## config.mk

```make
export PLATFORM = sky130hd
export DESIGN_NAME = jk_gray_counter
export DESIGN_NICKNAME = d
export VERILOG_FILES = /design/src/rtl/gray3_pkg.sv /design/src/rtl/gray3_rst_sync.sv /design/src/rtl/gray3_jk_cell.sv /design/src/rtl/gray3_excite.sv /design/src/rtl/gray3_decode.sv /design/src/rtl/jk_gray_counter.sv
export SDC_FILE = /design/constraint.sdc
export NUM_CORES = 1
export LEC_CHECK = 0
export BUFFER_PORTS_ARGS = -buffer_cell sky130_fd_sc_hd__buf_2
export CAP_MARGIN = 20
export CORE_AREA = 4 4 41 43
export CTS_BUF_LIST = sky130_fd_sc_hd__clkbuf_8
export DETAILED_ROUTE_END_ITERATION = 10
export DIE_AREA = 0 0 45 47
export MAX_ROUTING_LAYER = met4
export SYNTH_ARGS = -nofsm -noshare
export SYNTH_HDL_FRONTEND = slang
export SYNTH_HIERARCHICAL = 1
export SYNTH_SLANG_ARGS = --single-unit
export TNS_END_PERCENT = 100
```

## constraint.sdc

```tcl
create_clock -name clk -period 0.8 [get_ports clk]
set_input_delay 0.04 -clock clk [delete_from_list [all_inputs] [get_ports clk]]
set_output_delay 0.04 -clock clk [all_outputs]
set_load 0.05 [all_outputs]
```

## src/rtl/gray3_pkg.sv

```systemverilog
package gray3_pkg;
  localparam int unsigned STATE_W = 3;
  localparam int unsigned POS_N   = 1 << STATE_W;
  localparam int unsigned POS_W   = $clog2(POS_N);

  typedef logic [STATE_W-1:0] gstate_t;
  typedef logic [POS_W-1:0]   gpos_t;

  // Position in the reflected cycle: prefix XOR from the top bit down.
  function automatic gpos_t gray_to_pos(input gstate_t g);
    gpos_t p;
    p[POS_W-1] = g[STATE_W-1];
    for (int i = POS_W-2; i >= 0; i--) begin
      p[i] = p[i+1] ^ g[i];
    end
    return p;
  endfunction

  function automatic gstate_t pos_to_gray(input gpos_t p);
    return gstate_t'(p ^ (p >> 1));
  endfunction
endpackage

```

## src/rtl/gray3_rst_sync.sv

```systemverilog
module gray3_rst_sync #(
  parameter int unsigned STAGES = 2
) (
  input  logic clk,
  input  logic rst_n,
  output logic rst_sync_n
);
  logic [STAGES-1:0] chain_q;
  logic [STAGES-1:0] chain_d;

  always_comb begin
    chain_d = {chain_q[STAGES-2:0], 1'b1};
  end

  always_ff @(posedge clk or negedge rst_n) begin
    if (!rst_n) begin
      chain_q <= '0;
    end else begin
      chain_q <= chain_d;
    end
  end

  assign rst_sync_n = chain_q[STAGES-1];
endmodule

```

## src/rtl/gray3_jk_cell.sv

```systemverilog
module gray3_jk_cell (
  input  logic clk,
  input  logic rst_n,
  input  logic j,
  input  logic k,
  output logic q
);
  logic q_d;

  // Hold, clear, set or toggle, chosen by the J/K pair.
  always_comb begin
    unique case ({j, k})
      2'b00:   q_d = q;
      2'b01:   q_d = 1'b0;
      2'b10:   q_d = 1'b1;
      default: q_d = ~q;
    endcase
  end

  always_ff @(posedge clk or negedge rst_n) begin
    if (!rst_n) begin
      q <= 1'b0;
    end else begin
      q <= q_d;
    end
  end
endmodule

```

## src/rtl/gray3_excite.sv

```systemverilog
module gray3_excite
  import gray3_pkg::*;
(
  input  gstate_t cur,
  output gstate_t j_vec,
  output gstate_t k_vec
);
  // Minimized excitation terms; unused minterms were treated as free.
  always_comb begin
    j_vec[2] =  cur[1] & ~cur[0];
    k_vec[2] = ~cur[1] & ~cur[0];
    j_vec[1] = ~cur[2] &  cur[0];
    k_vec[1] =  cur[2] &  cur[0];
    j_vec[0] = ~(cur[2] ^ cur[1]);
    k_vec[0] =   cur[2] ^ cur[1];
  end
endmodule

```

## src/rtl/gray3_decode.sv

```systemverilog
module gray3_decode
  import gray3_pkg::*;
#(
  parameter bit DECODE_EN = 1'b1
) (
  input  gstate_t          cur,
  output logic [POS_N-1:0] marks
);
  generate
    if (DECODE_EN) begin : g_dec
      gpos_t pos;
      assign pos = gray_to_pos(cur);
      for (genvar i = 0; i < POS_N; i++) begin : g_bit
        assign marks[i] = (pos == gpos_t'(i));
      end
    end else begin : g_nodec
      assign marks = '0;
    end
  endgenerate
endmodule

```

## src/rtl/jk_gray_counter.sv

```systemverilog
module jk_gray_counter
  import gray3_pkg::*;
#(
  parameter bit          DECODE_EN   = 1'b1,
  parameter int unsigned SYNC_STAGES = 2
) (
  input  logic             clk,
  input  logic             rst_n,
  output logic [2:0]       gray_q,
  output logic [POS_N-1:0] pos_onehot
);
  logic    run_rst_n;
  gstate_t state;
  gstate_t j_vec;
  gstate_t k_vec;

  gray3_rst_sync #(.STAGES(SYNC_STAGES)) u_rst_sync (
    .clk        (clk),
    .rst_n      (rst_n),
    .rst_sync_n (run_rst_n)
  );

  gray3_excite u_excite (
    .cur   (state),
    .j_vec (j_vec),
    .k_vec (k_vec)
  );

  for (genvar b = 0; b < STATE_W; b++) begin : g_cell
    gray3_jk_cell u_cell (
      .clk   (clk),
      .rst_n (run_rst_n),
      .j     (j_vec[b]),
      .k     (k_vec[b]),
      .q     (state[b])
    );
  end

  gray3_decode #(.DECODE_EN(DECODE_EN)) u_decode (
    .cur   (state),
    .marks (pos_onehot)
  );

  assign gray_q = state;
endmodule

```

==> results.toml <==
[floorplan]
coreArea_sq_mm = 0.00130
die_width_um = 45
ios = 13
dieArea_sq_mm = 0.00212
rows = 13
die_h_um = 47
start_util_pct = 32.1

[finish]
fin_area_sq_um = 893
diodes = 0
area_delta_synth_final_pct = 114
fin_util_pct = 68.7
num-fill-cells = 96
stdcell_count = 87
nets = 81
drive_gt1_share_pct = 80.6

[timing]
fmax_mhz = 722
fin_crit_ns = 1.39
min_period_over_period_pct = 173
drv_slew = 0
finalSetupViolations = 14
setup_ws_ns = -0.585
tns_ns = -7.15
finalClockSkew_ns = 0.00517
rsz0062_at_grt = "yes"
finalHoldViolations = 0

[yosys]
synthTopCellsByCount = "nor2b_1 (8), ha_1 (6), inv_1 (6)"
ys_top_cells_by_area = "dfrtp_1 (30%), ha_1 (18%), nor2b_1 (12%), o31ai_2 (9.0%), and3b_2 (7.2%)"
synth_area_sq_um = 418
synthesis.nets = 52
yosysWarnings = 6
synth_top_area_share_pct = 29.9
synth.most_common_cell = "nor2b_1"
avgSynthCellArea_sq_um = 9.50
async_reset_ff_share_pct = 100
synth_edf_count = 0
synth-seq-cells = 5
yosysSeqAreaShare_pct = 29.9
yosys.cell_types.count = 15
synthCells = 44
ys.flop_type = "dfrtp_1"
synth_top_cell_by_area = "dfrtp_1"

[clock_tree]
cts.sinks = 5
htreeDepth = 1
cts_tree = "yes"
clockBufferDepth = 2
clockRootBuffer = "clkbuf_8"
cts_made_buffers = 3
clk_latency_ns = 0.22
clkSlewWorstSetupHoldPaths_ns = 0.04

[global_routing]
gr-usage-met1_pct = 15.1
met2_usage_pct = 23.4
grtUsageTotal_pct = 13.7
grt_pass1_vias = 457
grt_antenna_before_repair = 0
busiest_layer = "met2"
grt_max_degree = 12
grtUsageMet3_pct = 1.15
grt_pass1_wl_um = 1970
grt-ovfl-total = 0

[placement]
place_area_sq_um = 648
routabilityCongestion = 0.708
portBuffers = 12
hpwl_um = 779
dp_cells = 81
post-place-ws_ns = -0.662

[power_and_ir_drop]
p_per_area_mw_per_mm2 = 818
leakage_nw = 0.415
ir_worst_vdd_v = 0.000478

[route]
first_pass_iters = 4
drtIter0Drc = 3
drt-vias-per-instance = 4.62
vias = 402
drc_errors = 0
totalWireLength_um = 1200
wire_per_inst_um = 13.8
drtAntennaViolNets = 0

[worst_setup_path]
worstPathMaxFanout = 8
worstPathRequired_ns = 0.76
crit_arrival_ns = 1.35
reg2reg_slack_ns = -0.58
start_kind = "register"
endpoint_kind = "output port"
critical_path_class = "reg -> out"

[outcome]
status = "finished with violations"
violations = "negative setup slack"

[min_path]
holdCritPathClass = "reg -> async"

[flow_run]
cap_violations = 0
placed cells by master, fill, tap and decap left out, types with 2 or more instances in the layout:
master and instances:
nor3b_2 2, inv_1 3, buf_8 2, ha_4 5, o31ai_2 2, buf_6 11
inv_2 3, nor2b_4 5, buf_4 8, dfrtp_4 3, nand2_1 3, clkbuf_8 3
nor2b_2 2, dfrtp_1 2, and3b_2 3
state kept, by name, summed over array words and instances, names as in the netlist:
signal	count
g_cell.u_cell/q	3
u_rst_sync/chain_q	2
through the flow:
| step | total power, mW | hold slack [ns] |
|---|---|---|
| 4_1_cts | 0.742 | 0.0490 |
| 3_3_place_gp | 0.270 | -0.175 |
| 2_1_floorplan | 0.266 | -0.256 |
| 6_report | 0.731 | 0.0476 |
| 3_5_place_dp | 0.271 | -0.175 |
| 5_1_grt | 0.767 | 0.0542 |
critical path, cell delays in order (launching register included):
cell	delay, ns
dfrtp_4	0.53
buf_6	0.16
nor3b_2	0.23
buf_6	0.19
report_power, final:
part	leakage (nW)	internal, mW	switching, mW
Clock	0.0269	0.330	0.130
Combinational	0.328	0.00491	0.00285
Sequential	0.0598	0.259	0.00405
Total	0.415	0.594	0.137
layer usage:
metal	up-vias	routed length, um
li1	199	-
met1	193	463
met2	6	686
met3	4	10
met4	0	42
met5	-	0
cell families after synthesis:
family,after synthesis,share of synthesized area (%)
DFF,5,29.9
xor gates and xnor gates,2,4.19
adders and majority gates,6,18.0
buffers and inverters,6,5.39
and+or+nand+nor,21,32.6
other,1,0.897
AOI/OAI and AO/OA,3,8.98
worst paths after layout:
check,start,end,depth (start not counted)
worst max-delay path,g_cell[2].u_cell/q$_DFFE_PN0P_,pos_onehot[3],3
worst max register to register,g_cell[2].u_cell/q$_DFFE_PN0P_,g_cell[0].u_cell/q$_DFFE_PN0P_,5
min in group clk,u_rst_sync/chain_q[0]$_DFF_PN0_,u_rst_sync/chain_q[1]$_DFF_PN0_,0
max in group asynchronous,rst_n,u_rst_sync/chain_q[1]$_DFF_PN0_,2
worst min register to register,u_rst_sync/chain_q[1]$_DFF_PN0_,g_cell[0].u_cell/q$_DFFE_PN0P_,0
worst min-delay path,u_rst_sync/chain_q[1]$_DFF_PN0_,g_cell[0].u_cell/q$_DFFE_PN0P_,0
what timing repair did:
action / CTS / global route
hold buffers: 1 / 0
setup buffers: 0 / 1
hold endpoints to repair: 2 / 0
resized for setup: 25 / 19
setup endpoints to repair: 14 / 14
pin swaps: 2 / 4
cell type report:
cell class / count / area (sq um) / area share (%)
well taps: 15 / 18.8 / 2.10
multi-input cells: 33 / 432 / 48.3
clock buffers: 3 / 41.3 / 4.62
clock inverters: 1 / 3.75 / 0.420
flip-flops and latches: 5 / 136 / 15.3
inverters: 6 / 25.0 / 2.80
repair buffers: 24 / 236 / 26.5
(Power assumes the default switching activity.)
